<file path="src/rtl/mst_pkg.sv">
package mst_pkg;
  typedef enum logic [1:0] {
    PH_IDLE = 2'd0,
    PH_ACT  = 2'd1,
    PH_REC  = 2'd2
  } phase_e;

  localparam int unsigned CODE_W   = 8;
  localparam int unsigned MIN_CLKS = 2;
endpackage

</file>
<file path="src/rtl/mst_speed_decode.sv">
module mst_speed_decode
  import mst_pkg::*;
#(
  parameter int unsigned CW = 4
) (
  input  logic [CODE_W-1:0] code,
  output logic [CW-1:0]     act_clks,
  output logic [CW-1:0]     rec_clks
);
  localparam logic [CW-1:0] FLOOR = CW'(MIN_CLKS);

  function automatic logic [CW-1:0] floor2(input logic [CW-1:0] v);
    return (v < FLOOR) ? FLOOR : v;
  endfunction

  always_comb begin
    act_clks = CW'(5);
    rec_clks = CW'(3);
    if (code == 8'hFF) begin
      act_clks = CW'(9);
      rec_clks = CW'(3);
    end else if (code[7]) begin
      act_clks = floor2(CW'(code[6:3]));
      rec_clks = floor2(CW'(code[2:0]));
    end else begin
      case (code[6:0])
        7'd0:    begin act_clks = CW'(5); rec_clks = CW'(3); end
        7'd1:    begin act_clks = CW'(3); rec_clks = CW'(3); end
        7'd2:    begin act_clks = CW'(2); rec_clks = CW'(3); end
        7'd3:    begin act_clks = CW'(2); rec_clks = CW'(2); end
        7'd4:    begin act_clks = CW'(4); rec_clks = CW'(3); end
        default: begin act_clks = CW'(5); rec_clks = CW'(3); end
      endcase
    end
  end
endmodule

</file>
<file path="src/rtl/mst_phase_seq.sv">
module mst_phase_seq
  import mst_pkg::*;
#(
  parameter int unsigned CW = 4
) (
  input  logic          clk,
  input  logic          rst_n,
  input  logic          start,
  input  logic [CW-1:0] act_clks,
  input  logic [CW-1:0] rec_clks,
  input  logic          rdy,
  output logic          ph_idle,
  output logic          ph_act,
  output logic          act_end,
  output logic          done
);
  phase_e        phase_q, phase_d;
  logic [CW-1:0] cnt_q, cnt_d;
  logic [CW-1:0] rec_q, rec_d;
  logic          done_q, done_d;
  logic          cnt_en, rec_en;

  // next-state
  always_comb begin
    phase_d = phase_q;
    cnt_d   = cnt_q;
    rec_d   = rec_q;
    cnt_en  = 1'b0;
    rec_en  = 1'b0;
    done_d  = 1'b0;
    act_end = 1'b0;
    case (phase_q)
      PH_IDLE: begin
        if (start) begin
          phase_d = PH_ACT;
          cnt_d   = act_clks - CW'(1);
          rec_d   = rec_clks;
          cnt_en  = 1'b1;
          rec_en  = 1'b1;
        end
      end
      PH_ACT: begin
        if (cnt_q != '0) begin
          cnt_d  = cnt_q - CW'(1);
          cnt_en = 1'b1;
        end else if (rdy) begin
          act_end = 1'b1;
          phase_d = PH_REC;
          // the done/idle clock is the final recovery clock
          cnt_d   = rec_q - CW'(MIN_CLKS);
          cnt_en  = 1'b1;
        end
      end
      PH_REC: begin
        if (cnt_q != '0) begin
          cnt_d  = cnt_q - CW'(1);
          cnt_en = 1'b1;
        end else begin
          phase_d = PH_IDLE;
          done_d  = 1'b1;
        end
      end
      default: phase_d = PH_IDLE;
    endcase
  end

  // registers
  always_ff @(posedge clk or negedge rst_n) begin
    if (!rst_n) begin
      phase_q <= PH_IDLE;
      cnt_q   <= '0;
      rec_q   <= '0;
      done_q  <= 1'b0;
    end else begin
      phase_q <= phase_d;
      done_q  <= done_d;
      if (cnt_en) cnt_q <= cnt_d;
      if (rec_en) rec_q <= rec_d;
    end
  end

  assign ph_idle = (phase_q == PH_IDLE);
  assign ph_act  = (phase_q == PH_ACT);
  assign done    = done_q;
endmodule

</file>
<file path="src/rtl/mst_strobe_timer.sv">
module mst_strobe_timer
  import mst_pkg::*;
#(
  parameter int unsigned AW = 24,
  parameter int unsigned DW = 16,
  parameter int unsigned CW = 4
) (
  input  logic              clk,
  input  logic              rst_n,
  input  logic              req_valid,
  input  logic              req_write,
  input  logic [AW-1:0]     req_addr,
  input  logic [DW-1:0]     req_wdata,
  input  logic [CODE_W-1:0] speed_code,
  output logic              req_ready,
  input  logic              mem_ready,
  input  logic [DW-1:0]     bus_rdata,
  output logic              memr_n,
  output logic              memw_n,
  output logic [AW-1:0]     bus_addr,
  output logic [DW-1:0]     bus_wdata,
  output logic [DW-1:0]     rd_data,
  output logic              done
);
  logic          rst_s1, rst_s2;
  logic [CW-1:0] act_clks, rec_clks;
  logic          ph_idle, ph_act, act_end;
  logic          accept, cap_en;
  logic [AW-1:0] addr_q;
  logic [DW-1:0] wdata_q, rdata_q;
  logic          wr_q;

  // reset: asserted asynchronously, released on a clock edge
  always_ff @(posedge clk or negedge rst_n) begin
    if (!rst_n) begin
      rst_s1 <= 1'b0;
      rst_s2 <= 1'b0;
    end else begin
      rst_s1 <= 1'b1;
      rst_s2 <= rst_s1;
    end
  end

  mst_speed_decode #(.CW(CW)) dec_i (
    .code     (speed_code),
    .act_clks (act_clks),
    .rec_clks (rec_clks)
  );

  assign accept = req_valid && ph_idle;
  assign cap_en = act_end && !wr_q;

  mst_phase_seq #(.CW(CW)) seq_i (
    .clk      (clk),
    .rst_n    (rst_s2),
    .start    (accept),
    .act_clks (act_clks),
    .rec_clks (rec_clks),
    .rdy      (mem_ready),
    .ph_idle  (ph_idle),
    .ph_act   (ph_act),
    .act_end  (act_end),
    .done     (done)
  );

  always_ff @(posedge clk or negedge rst_s2) begin
    if (!rst_s2) begin
      addr_q  <= '0;
      wdata_q <= '0;
      wr_q    <= 1'b0;
      rdata_q <= '0;
    end else begin
      if (accept) begin
        addr_q  <= req_addr;
        wdata_q <= req_wdata;
        wr_q    <= req_write;
      end
      if (cap_en) rdata_q <= bus_rdata;
    end
  end

  assign req_ready = ph_idle;
  assign memr_n    = !(ph_act && !wr_q);
  assign memw_n    = !(ph_act && wr_q);
  assign bus_addr  = addr_q;
  assign bus_wdata = wdata_q;
  assign rd_data   = rdata_q;
endmodule

</file>
<file path="config.mk">
export PLATFORM = sky130hd
export DESIGN_NAME = mst_strobe_timer
export DESIGN_NICKNAME = d
export VERILOG_FILES = /design/src/rtl/mst_pkg.sv /design/src/rtl/mst_speed_decode.sv /design/src/rtl/mst_phase_seq.sv /design/src/rtl/mst_strobe_timer.sv
export SDC_FILE = /design/constraint.sdc
export NUM_CORES = 1
export LEC_CHECK = 0
export BUFFER_PORTS_ARGS = -buffer_cell sky130_fd_sc_hd__buf_2
export CAP_MARGIN = 20
export CORE_UTILIZATION = 50
export CTS_BUF_LIST = sky130_fd_sc_hd__clkbuf_8
export DETAILED_ROUTE_END_ITERATION = 8
export PLACE_DENSITY = 0.93
export SLEW_MARGIN = 20
export SYNTH_ARGS = -nofsm -noshare
export SYNTH_HDL_FRONTEND = slang
export SYNTH_SLANG_ARGS = --single-unit
</file>
<file path="constraint.sdc">
create_clock -name clk -period 3.3 [get_ports clk]
set_input_delay 0.33 -clock clk [delete_from_list [all_inputs] [get_ports clk]]
set_output_delay 0.33 -clock clk [all_outputs]
set_load 0.01 [all_outputs]
</file>
==> metrics.txt <==
# TYPE chip_impl_metric gauge
chip_impl_metric{name="worstRegToRegCells",unit=""} 6
chip_impl_info{name="worst_hold_path_type",value="in -> reg"} 1
chip_impl_metric{name="critical_path_arrival",unit="ns"} 2.38
chip_impl_metric{name="netlist_instances",unit=""} 235
chip_impl_metric{name="global_route.overflow_total",unit=""} 0
chip_impl_metric{name="core_area",unit="µm²"} 5960
chip_impl_metric{name="synthDominantCellAreaShare",unit="%"} 55.6
chip_impl_info{name="critPathSlowestCell",value="or2_1"} 1
chip_impl_metric{name="worst_skew",unit="ns"} 0.00902
chip_impl_info{name="critical_path_class",value="reg -> reg"} 1
chip_impl_metric{name="gate_power_share",unit="%"} 42.6
chip_impl_metric{name="synth-seq-area-share",unit="%"} 55.6
chip_impl_metric{name="p_int",unit="µW"} 2700
chip_impl_metric{name="post-route-min-period",unit="ns"} 2.17
chip_impl_info{name="cts_tree",value="done"} 1
chip_impl_info{name="critical_path.endpoint",value="rd_data[14]"} 1
chip_impl_metric{name="cts.sinks",unit=""} 69
chip_impl_info{name="synth-main-ff-cell",value="dfrtp_1"} 1
chip_impl_metric{name="r2r_setup_slack",unit="ns"} 1.13
chip_impl_metric{name="postSynth.asyncResetShare",unit="%"} 100
chip_impl_metric{name="drt-initial-drc-count",unit=""} 95
chip_impl_metric{name="relSlewSlack",unit="%"} 44.5
chip_impl_info{name="timing.critical_path.from_type",value="flip-flop"} 1
chip_impl_metric{name="clk-insertion-delay-late",unit="ns"} 0.33
chip_impl_metric{name="synth_cell_type_count",unit=""} 41
chip_impl_metric{name="hold_viol_final",unit=""} 0
chip_impl_metric{name="final.period_utilization",unit="%"} 65.8
chip_impl_metric{name="drcViolationCount",unit=""} 0
chip_impl_metric{name="synthToLayoutAreaGrowth",unit="%"} 31.1
chip_impl_metric{name="antenna_violations_before_repair",unit=""} 0
chip_impl_metric{name="initial_core_util",unit="%"} 52.1
chip_impl_info{name="timing.critical_path.cells",value="inv_1 > ha_1 > nor3b_4 > nand2_2 > or2_1 > mux2_2"} 1
chip_impl_metric{name="clock_tree.htree_level_count",unit=""} 3
chip_impl_metric{name="ports_placed_on_the_boundary",unit=""} 129
chip_impl_metric{name="layout-drive-gt1-share",unit="%"} 57.0
chip_impl_metric{name="cp_max_fo",unit=""} 16
chip_impl_metric{name="clk_transition_reported_paths",unit="ns"} 0.08
chip_impl_metric{name="floorplan.die.width",unit="µm"} 80.8
chip_impl_metric{name="postSynthRegisterBits",unit=""} 69
chip_impl_metric{name="cts-root-to-sink-buffers",unit=""} 2
chip_impl_metric{name="num_rows",unit=""} 28
chip_impl_metric{name="switching_power",unit="µW"} 1380
chip_impl_metric{name="numCtsBuffers",unit=""} 9
chip_impl_info{name="synth_area_leaders",value="dfrtp_1 (56%), mux2_2 (17%), mux2_4 (4.8%)"} 1
chip_impl_metric{name="totalNegativeSetupSlack",unit="ns"} 0
chip_impl_metric{name="crit_path_max_incr_delay",unit="ns"} 0.65
chip_impl_metric{name="synth_edf_count",unit=""} 0
chip_impl_metric{name="number_of_endpoints_failing_setup_at_the_final_stage",unit=""} 0
chip_impl_info{name="run_status",value="complete, no violations"} 1
chip_impl_metric{name="power.static_leakage",unit="µW"} 0.00203
chip_impl_metric{name="max_cap_violations",unit=""} 0
chip_impl_metric{name="seqPwrFrac",unit="%"} 36.6
chip_impl_metric{name="count_of_input_and_output_buffers",unit=""} 128
chip_impl_metric{name="yosys_warnings",unit=""} 0
chip_impl_metric{name="layout.nets",unit=""} 446
chip_impl_metric{name="num_antenna_cells",unit=""} 0
chip_impl_metric{name="report.final.slew_viol_count",unit=""} 0
chip_impl_metric{name="netlist_area",unit="µm²"} 3100
chip_impl_metric{name="final_design_utilization",unit="%"} 68.3
chip_impl_metric{name="clock.fmax",unit="GHz"} 0.461
chip_impl_info{name="timing.rr.end",value="rd_data[14]"} 1
chip_impl_metric{name="floorplan.die_area",unit="µm²"} 6520
chip_impl_metric{name="grt_pass1_vias",unit=""} 2319
chip_impl_metric{name="p_sw_share",unit="%"} 33.8
chip_impl_info{name="critPathLaunch",value="seq_i.cnt_q[0]"} 1
chip_impl_metric{name="grt_max_degree",unit=""} 28
chip_impl_metric{name="synth.net_count",unit=""} 312
chip_impl_metric{name="viasPerCell",unit=""} 5.12
chip_impl_metric{name="gp_congestion",unit=""} 0.944
chip_impl_metric{name="worst_pin_slew",unit="ns"} 0.833
chip_impl_metric{name="cts-hold-fix-buffers",unit=""} 1
chip_impl_metric{name="ctsResizeCount",unit=""} 0
chip_impl_metric{name="routed_wire_length_per_instance",unit="µm"} 14.4
chip_impl_metric{name="syn-mean-instance-area",unit="µm²"} 13.2
chip_impl_metric{name="irDropWorstVdd",unit="mV"} 0.618
chip_impl_metric{name="antenna_violating_nets_post_route",unit=""} 0
chip_impl_info{name="yosys.area.top_type",value="dfrtp_1"} 1
chip_impl_metric{name="worst-endpoint-required",unit="ns"} 3.51
chip_impl_info{name="clock_tree_root",value="clkbuf_8"} 1
chip_impl_metric{name="grt_use_total",unit="%"} 21.3
chip_impl_metric{name="report.power.total",unit="µW"} 4080
chip_impl_metric{name="power_frac_clock",unit="%"} 20.8
chip_impl_metric{name="buffers_inserted_by_post_cts_timing_repair",unit=""} 0
chip_impl_metric{name="total_wire_length",unit="mm"} 6.47
chip_impl_info{name="critical_path.endpoint_type",value="flip-flop"} 1
chip_impl_metric{name="die_height",unit="µm"} 80.8
chip_impl_info{name="rr_startpoint",value="seq_i.cnt_q[0]"} 1
chip_impl_metric{name="dp_hpwl",unit="mm"} 5.03
chip_impl_metric{name="power.density",unit="nW/µm²"} 1000
chip_impl_metric{name="routed_via_count",unit=""} 2299
chip_impl_metric{name="grt_pass1_wl",unit="mm"} 10.3
chip_impl_info{name="grt_setup_unrepaired",value="false"} 1
chip_impl_metric{name="drt_pass1_iterations",unit=""} 5
## final cells by class
class / count / area [µm²]
Multi-Input combinational cell: 148 / 1280
Timing Repair Buffer: 132 / 673
Sequential cell: 69 / 1730
Clock inverter: 5 / 106
Tap cell: 75 / 93.8
Clock buffer: 11 / 151
Fill cell: 454 / 1890
Inverter: 9 / 33.8
## worst max-delay path, delay by kind of cell, from the launching register on
family                     cells  cell delay (ns)
buffers and inverters          1             0.08
and+or+nand+nor                3             0.92
muxes                          1             0.42
adders and majority gates      1             0.24
DFF                            1             0.41
## logic make-up after synthesis
kind of cell / synth area share, %
AOI/OAI and AO/OA: 6.49
xor gates and xnor gates: 0.282
adders and majority gates: 3.23
buffers and inverters: 3.10
DFF: 55.6
muxes: 22.9
other: 0.121
and+or+nand+nor: 8.23
## how the worst min path moves through the flow
stage / cells past startpoint / startpoint / to
final: 2 / req_wdata[14] / bus_wdata[14]
after global routing: 2 / bus_rdata[8] / rd_data[8]
after CTS: 2 / req_wdata[7] / bus_wdata[7]
after detailed placement: 1 / rst_n / rst_s1
after global placement: 1 / rst_n / rst_s1
after floorplan: 0 / rst_n / rst_s1
## state kept, by name, summed over array words and instances (netlist names)
register / count
bus_addr: 24
bus_wdata: 16
rd_data: 16
seq_i.cnt_q: 4
seq_i.rec_q: 3
seq_i.phase_q: 2
rst_s1: 1
rst_s2: 1
seq_i.done: 1
wr_q: 1
## per-layer routing
metal | vias up | track usage (%) | part of all wire (%)
met2 | 85 | 37.5 | 52
met1 | 1114 | 24.2 | 40
met4 | 0 | 10.0 | 1.3
li1 | 1093 | - | -
met3 | 7 | 5.06 | 6.2
met5 | - | 0 | 0
## synth_stat cells, types with 2 or more instances
library cell and instances:
o21ai_0 10, inv_1 9, nand3_1 2, o31a_1 3, dfrtp_1 69, clkbuf_1 3, mux2i_1 2, mux2_2 48
nor2_1 8, buf_2 4, and2_1 2, nor3_1 6, nor2b_1 3, nand2_1 13, o22ai_1 3, o21ai_1 2
a21oi_1 8, mux2_4 10, ha_1 8
## stage by stage
stage | setup WS (ns) | hold slack, ns | instance area, µm² | cells
after floorplan | 1.24 | 0.0344 | 3100 | 235
after global routing | 0.989 | 0.210 | 4070 | 449
after global placement | 1.21 | 0.116 | 3800 | 432
after detailed placement | 1.12 | 0.117 | 3800 | 432
final | 1.13 | 0.226 | 4070 | 449
after CTS | 1.11 | 0.206 | 4070 | 449
## power groups by stage
stage	logic [µW]	registers [µW]	clock network [µW]
after detailed placement	1760	1510	0
after CTS	1770	1500	875
after global routing	1920	1550	916
after global placement	1680	1490	0
after floorplan	981	1660	0
final	1740	1500	849
## placed cells by master, fill, tap and decap left out, types with 2 or more instances in the layout
cell and count:
nand3_1 2, o21ai_0 10, nor2b_1 3, nand2_1 13, bufinv_16 3, o31a_1 3
o21ai_1 2, ha_1 8, buf_2 128, mux2_2 48, inv_1 9, dfrtp_1 68
a21oi_1 8, clkbuf_8 11, mux2i_1 2, buf_4 3, mux2_4 10, nor2_1 8
and2_2 2, nor3_1 6, o22ai_1 3
Note: power is estimated with default switching activity, not from simulation.
